$ cat src/rtl/framerPkg.sv
package framerPkg;

  // strobes from control to datapath
  typedef struct packed {
    logic load;     // capture sample words, reset checksum
    logic advance;  // current byte accepted by the sink
  } ctlStrobeT;

  // one byte through an MSB-first CRC8, no reflection
  function automatic logic [7:0] crc8Step(input logic [7:0] crcIn,
                                          input logic [7:0] dataIn,
                                          input logic [7:0] poly);
    logic [7:0] acc;
    acc = crcIn ^ dataIn;
    for (int b = 0; b < 8; b++) begin
      acc = acc[7] ? ((acc << 1) ^ poly) : (acc << 1);
    end
    return acc;
  endfunction

endpackage

$ cat src/rtl/framerCtl.sv
module framerCtl
  import framerPkg::*;
#(
  parameter int FRAME_LEN = 7,
  parameter int IDX_W     = 3
) (
  input  logic             clk,
  input  logic             rstN,
  input  logic             startIn,
  input  logic             outReady,
  output logic             outValid,
  output logic             outLast,
  output logic             doneOut,
  output logic [IDX_W-1:0] byteIdx,
  output ctlStrobeT        strobe
);

  localparam logic [IDX_W-1:0] LAST_IDX = IDX_W'(FRAME_LEN - 1);

  logic busy;
  logic doneR;
  logic [IDX_W-1:0] idxR;
  logic fire;
  logic atLast;

  assign fire   = busy && outReady;
  assign atLast = (idxR == LAST_IDX);

  always_ff @(posedge clk) begin
    if (!rstN) begin
      busy  <= 1'b0;
      doneR <= 1'b0;
      idxR  <= '0;
    end else begin
      doneR <= fire && atLast;
      if (fire) begin
        if (atLast) busy <= 1'b0;
        else        idxR <= idxR + 1'b1;
      end else if (startIn && !busy) begin
        busy <= 1'b1;
        idxR <= '0;
      end
    end
  end

  assign outValid       = busy;
  assign outLast        = busy && atLast;
  assign doneOut        = doneR;
  assign byteIdx        = idxR;
  assign strobe.load    = startIn && !busy;
  assign strobe.advance = fire;

endmodule

$ cat src/rtl/framerDp.sv
module framerDp
  import framerPkg::*;
#(
  parameter int         PRE_LEN  = 2,
  parameter logic [7:0] PRE_BYTE = 8'hAA,
  parameter logic [7:0] CRC_POLY = 8'h07,
  parameter logic [7:0] CRC_INIT = 8'h00,
  parameter int         IDX_W    = 3
) (
  input  logic             clk,
  input  logic             rstN,
  input  ctlStrobeT        strobe,
  input  logic [IDX_W-1:0] byteIdx,
  input  logic [15:0]      tempIn,
  input  logic [15:0]      humIn,
  output logic [7:0]       outData
);

  localparam int PAY_LEN = 4;
  localparam int PAY_END = PRE_LEN + PAY_LEN;

  logic [8*PAY_LEN-1:0] payWord;
  logic [7:0] crcR;
  logic [7:0] curByte;
  logic [1:0] slot;
  logic inPre;
  logic inPay;

  assign inPre = int'(byteIdx) < PRE_LEN;
  assign inPay = !inPre && (int'(byteIdx) < PAY_END);
  assign slot  = 2'(int'(byteIdx) - PRE_LEN);

  always_comb begin
    if (inPre)      curByte = PRE_BYTE;
    else if (inPay) curByte = payWord[8*(PAY_LEN-1-int'(slot)) +: 8];
    else            curByte = crcR;
  end

  always_ff @(posedge clk) begin
    if (!rstN) begin
      payWord <= '0;
      crcR    <= CRC_INIT;
    end else if (strobe.load) begin
      payWord <= {tempIn, humIn};
      crcR    <= CRC_INIT;
    end else if (strobe.advance && inPay) begin
      crcR    <= crc8Step(crcR, curByte, CRC_POLY);
    end
  end

  assign outData = curByte;

endmodule

$ cat src/rtl/pktFramer.sv
module pktFramer
  import framerPkg::*;
#(
  parameter int         PRE_LEN  = 2,
  parameter logic [7:0] PRE_BYTE = 8'hAA,
  parameter logic [7:0] CRC_POLY = 8'h07,
  parameter logic [7:0] CRC_INIT = 8'h00
) (
  input  logic        clk,
  input  logic        rstN,
  input  logic        startIn,
  input  logic [15:0] tempIn,
  input  logic [15:0] humIn,
  output logic [7:0]  outData,
  output logic        outValid,
  input  logic        outReady,
  output logic        outLast,
  output logic        doneOut
);

  localparam int FRAME_LEN = PRE_LEN + 4 + 1;
  localparam int IDX_W     = $clog2(FRAME_LEN);

  ctlStrobeT        strobe;
  logic [IDX_W-1:0] byteIdx;

  framerCtl #(.FRAME_LEN(FRAME_LEN), .IDX_W(IDX_W)) uCtl (
    .clk(clk), .rstN(rstN), .startIn(startIn), .outReady(outReady),
    .outValid(outValid), .outLast(outLast), .doneOut(doneOut),
    .byteIdx(byteIdx), .strobe(strobe)
  );

  framerDp #(.PRE_LEN(PRE_LEN), .PRE_BYTE(PRE_BYTE), .CRC_POLY(CRC_POLY),
             .CRC_INIT(CRC_INIT), .IDX_W(IDX_W)) uDp (
    .clk(clk), .rstN(rstN), .strobe(strobe), .byteIdx(byteIdx),
    .tempIn(tempIn), .humIn(humIn), .outData(outData)
  );

endmodule

$ cat config.mk
export PLATFORM = sky130hd
export DESIGN_NAME = pktFramer
export DESIGN_NICKNAME = d
export VERILOG_FILES = /design/src/rtl/framerPkg.sv /design/src/rtl/framerCtl.sv /design/src/rtl/framerDp.sv /design/src/rtl/pktFramer.sv
export SDC_FILE = /design/constraint.sdc
export NUM_CORES = 1
export LEC_CHECK = 0
export BUFFER_PORTS_ARGS = -buffer_cell sky130_fd_sc_hd__buf_2
export CELL_PAD_IN_SITES_DETAIL_PLACEMENT = 0
export CELL_PAD_IN_SITES_GLOBAL_PLACEMENT = 1
export CORE_UTILIZATION = 38
export CTS_BUF_LIST = sky130_fd_sc_hd__clkbuf_2 sky130_fd_sc_hd__clkbuf_4 sky130_fd_sc_hd__clkbuf_8
export DETAILED_ROUTE_END_ITERATION = 7
export MAX_ROUTING_LAYER = met4
export PLACE_DENSITY = 0.76
export SLEW_MARGIN = 15
export SYNTH_ARGS = -nofsm -noshare
export SYNTH_HDL_FRONTEND = slang
export SYNTH_SLANG_ARGS = --single-unit
$ cat constraint.sdc
create_clock -name clk -period 2.5 [get_ports clk]
set_input_delay 0.75 -clock clk [delete_from_list [all_inputs] [get_ports clk]]
set_output_delay 0.75 -clock clk [all_outputs]
set_load 0.02 [all_outputs]
==> results.sh <==
export IMPL_final_area_um2=3000
export IMPL_dpl_cell_area_um2=2700
export IMPL_hold_violations=0
export IMPL_antenna_cells=0
export IMPL_htree_levels=2
export IMPL_avgSynthCellArea_um2=8.54
export IMPL_setup_violations=7
export IMPL_p_total_mw=1.57
export IMPL_final_nets=375
export IMPL_ys_ff_latch=45
export IMPL_num_vias=2046
export IMPL_powerDensity_nw_per_um2=522
export IMPL_drive_gt1_frac=0.312
export IMPL_crit_family="compound AO/OA/AOI/OAI gates"
export IMPL_ir_drop_mv=0.261
export IMPL_endpoint_kind="flop"
export IMPL_synth_edf_count=0
export IMPL_cts_root_buffer="clkbuf_8"
export IMPL_pre_cts_slack_ns=-0.0748
export IMPL_antenna_found_initial=0
export IMPL_synth_area_leaders="dfxtp_1 39%, nand2_1 12%, a21oi_1 8.6%, mux4_1 7.9%, xor2_1 3.4%"
export IMPL_finalMaxSlewViolations=0
export IMPL_clock_skew_ns=0.00996
export IMPL_design_core_area_um2=5890
export IMPL_synth_cell_types=36
export IMPL_slew_headroom=0.335
export IMPL_ant_nets=0
export IMPL_area_growth_pct=29.7
export IMPL_swShare=0.260
export IMPL_synthArstFlopShare=0
export IMPL_crit_fanout=4
export IMPL_p_comb_frac=0.136
export IMPL_synth_top_area_share=0.389
export IMPL_start_util=0.393
export IMPL_cellLeakagePower_nw=1.26
export IMPL_drt_iter0_markers=54
export IMPL_multi_input_area_um2=1350
export IMPL_clock_latency_ns=0.30
export IMPL_status="complete, but fails checks"
export IMPL_post_route_period_util=1.04
export IMPL_dr_pass1_iters=4
export IMPL_numPortBuffers=46
export IMPL_via_per_inst=4.97
export IMPL_cts_tree="done"
export IMPL_startpoint_type="flop"
export IMPL_synthFlopType="dfxtp_1"
export IMPL_pwr_share_seq=0.493
export IMPL_syn_nets=310
export IMPL_row_count=28
export IMPL_clock_sinks=45
export IMPL_ys_warn_count=0
export IMPL_worst_setup_path_type="reg2reg"
export IMPL_wire_per_inst_um=13.6
export IMPL_hp_class="reg2reg"
export IMPL_wl_um=5610
export IMPL_crit_buf_inv=2
export IMPL_gp_congestion=0.778
export IMPL_io_pins=47
export IMPL_period_minus_slack_ns=2.60
export IMPL_rsz0062_at_grt="yes"
export IMPL_failed_checks="setup timing"
export IMPL_p_int_mw=1.16
export IMPL_fillers=586
export IMPL_final_util=0.510
export IMPL_clk_pin_slew_ns=0.10
export IMPL_cts_buffer_depth=2
export IMPL_worstPathCellList="buf_4, mux4_2, buf_6, xnor2_1, a21o_1, a21oi_1, xnor3_1, or3_1, a21oi_1"
export IMPL_grt_max_degree=37
export IMPL_worst_pin_slew_ns=0.992
export IMPL_clockPowerShare=0.371
export IMPL_synth_cell_area_um2=2310
export IMPL_grt_use_total=0.191
export IMPL_grt_overflow_total=0
export IMPL_worst_path_max_delay_cell="mux4_2"
export IMPL_die_h_um=80.0
export IMPL_ys_seq_area_frac=0.389
export IMPL_numCtsBuffers=5
export IMPL_yosysTopAreaCell="dfxtp_1"
export IMPL_cp_slowest_stage_delay_ns=0.53
export IMPL_crit_required_ns=2.74
export IMPL_arrival_ns=2.84
export IMPL_register_area_um2=905
export IMPL_grt_pass1_vias=1953
export IMPL_synthCells=271
export IMPL_drc=0
export IMPL_maxCapViolations=0
export IMPL_fin_ws_ns=-0.104
export IMPL_cpMostUsedCell="a21oi_1"
export IMPL_die_w_um=80.0
export IMPL_die_area_um2=6410
export IMPL_place_detailed_hpwl_um=3720
export IMPL_fmax_ghz=0.384
export IMPL_grt_pass1_wl_um=9130
export IMPL_hold_buffers=0
export IMPL_p_switching_uw=407
[worst reg2reg max path: stages (launching register included)]
cell,delay (ns)
dfxtp_4,0.38
buf_4,0.12
mux4_2,0.53
buf_6,0.15
xnor2_1,0.14
a21o_1,0.19
a21oi_1,0.24
xnor3_1,0.36
or3_1,0.31
a21oi_1,0.13
[through the flow]
step                      hold slack (ns)  TNS (ns)  std cells
after floorplan                     0.432   -0.0899        271
after global placement              0.444   -0.0223        392
after CTS                           0.461    -0.393        406
after detailed placement            0.448    -0.145        392
after global routing                0.479     -1.27        412
final                               0.460    -0.385        412
[power groups by stage]
| stage | Clock [mW] | Combinational, mW | Sequential [mW] |
|---|---|---|---|
| floorplan | 0 | 0.129 | 0.781 |
| global placement | 0 | 0.191 | 0.788 |
| detailed placement | 0 | 0.193 | 0.788 |
| CTS | 0.596 | 0.205 | 0.772 |
| global route | 0.619 | 0.239 | 0.777 |
| finish | 0.581 | 0.214 | 0.772 |
[registers in the layout, summed over array words and instances, names as in the netlist]
name / flops
uDp.payWord: 32
uDp.crcR: 8
uCtl.byteIdx: 3
uCtl.doneOut: 1
uCtl.outValid: 1
[routing by layer]
metal / wire [µm] / vias to the layer above / part of all wire / global-route usage
met5: 0 / - / 0 / -
met2: 2490 / 43 / 0.44 / 0.286
met3: 207 / 9 / 0.037 / 0.0354
met1: 2810 / 951 / 0.50 / 0.257
met4: 99 / 0 / 0.018 / 0.0661
li1: - / 1043 / - / -
[cell families (layout without fill, tap and decap cells)]
kind of cell | after synthesis | after routing | synth area share
AOI/OAI and AO/OA | 54 | 54 | 0.132
xor gates and xnor gates | 19 | 19 | 0.0903
adders and majority gates | 3 | 3 | 0.0162
buffers and inverters | 22 | 88 | 0.0416
DFF | 45 | 45 | 0.389
muxes | 16 | 16 | 0.126
and+or+nand+nor | 112 | 112 | 0.205
[area by class of cell]
class,count,share of cell area
multi-input combinational,204,0.449
sequential,45,0.301
timing repair buffer,75,0.173
tap,75,0.0313
clock buffer,5,0.0229
clock inverter,3,0.0158
inverter,5,0.00625
[synth_stat cells (2+ instances only)]
library cell and n:
nand2_1 77, mux2i_1 7, xor2_1 9, ha_1 3, or3_1 5, nand3_1 3
o21ai_0 4, o22ai_1 2, a21oi_1 40, mux4_1 7, xnor2_1 7, nor2b_1 3
buf_2 2, dfxtp_1 45, nor2_1 15, nor4b_1 2, a211oi_1 4, inv_1 4
and2_1 2, xnor3_1 2, clkbuf_1 12, and3_1 2
[placed cells by master, fill, tap and decap left out, types with 4 or more instances in the layout]
| cell type | instances |
|---|---|
| clkbuf_8 | 5 |
| nand2_1 | 77 |
| a211oi_1 | 4 |
| buf_4 | 24 |
| inv_1 | 4 |
| nor2_1 | 15 |
| mux2i_1 | 7 |
| buf_6 | 8 |
| or3_1 | 5 |
| xor2_1 | 7 |
| mux4_2 | 8 |
| xnor2_1 | 7 |
| buf_2 | 41 |
| dfxtp_1 | 44 |
| a21oi_1 | 38 |
[repair_timing]
| item | in CTS | in global routing |
|---|---|---|
| gates resized for setup | 21 | 9 |
| cloned | 0 | 1 |
| endpoints found under the setup margin | 10 | 11 |
| pin swaps | 3 | 8 |
| buffers inserted | 6 | 5 |
[worst paths after layout]
kind	from	end	slack [ns]	depth (start not counted)
max reg2reg	uCtl.byteIdx[1]	uDp.crcR[2]	-0.10	9
min reg2reg	uDp.payWord[14]	uDp.payWord[14]	0.46	2
min	uDp.payWord[14]	uDp.payWord[14]	0.46	2
max	uCtl.byteIdx[1]	uDp.crcR[2]	-0.10	9
(Power assumes the default switching activity.)
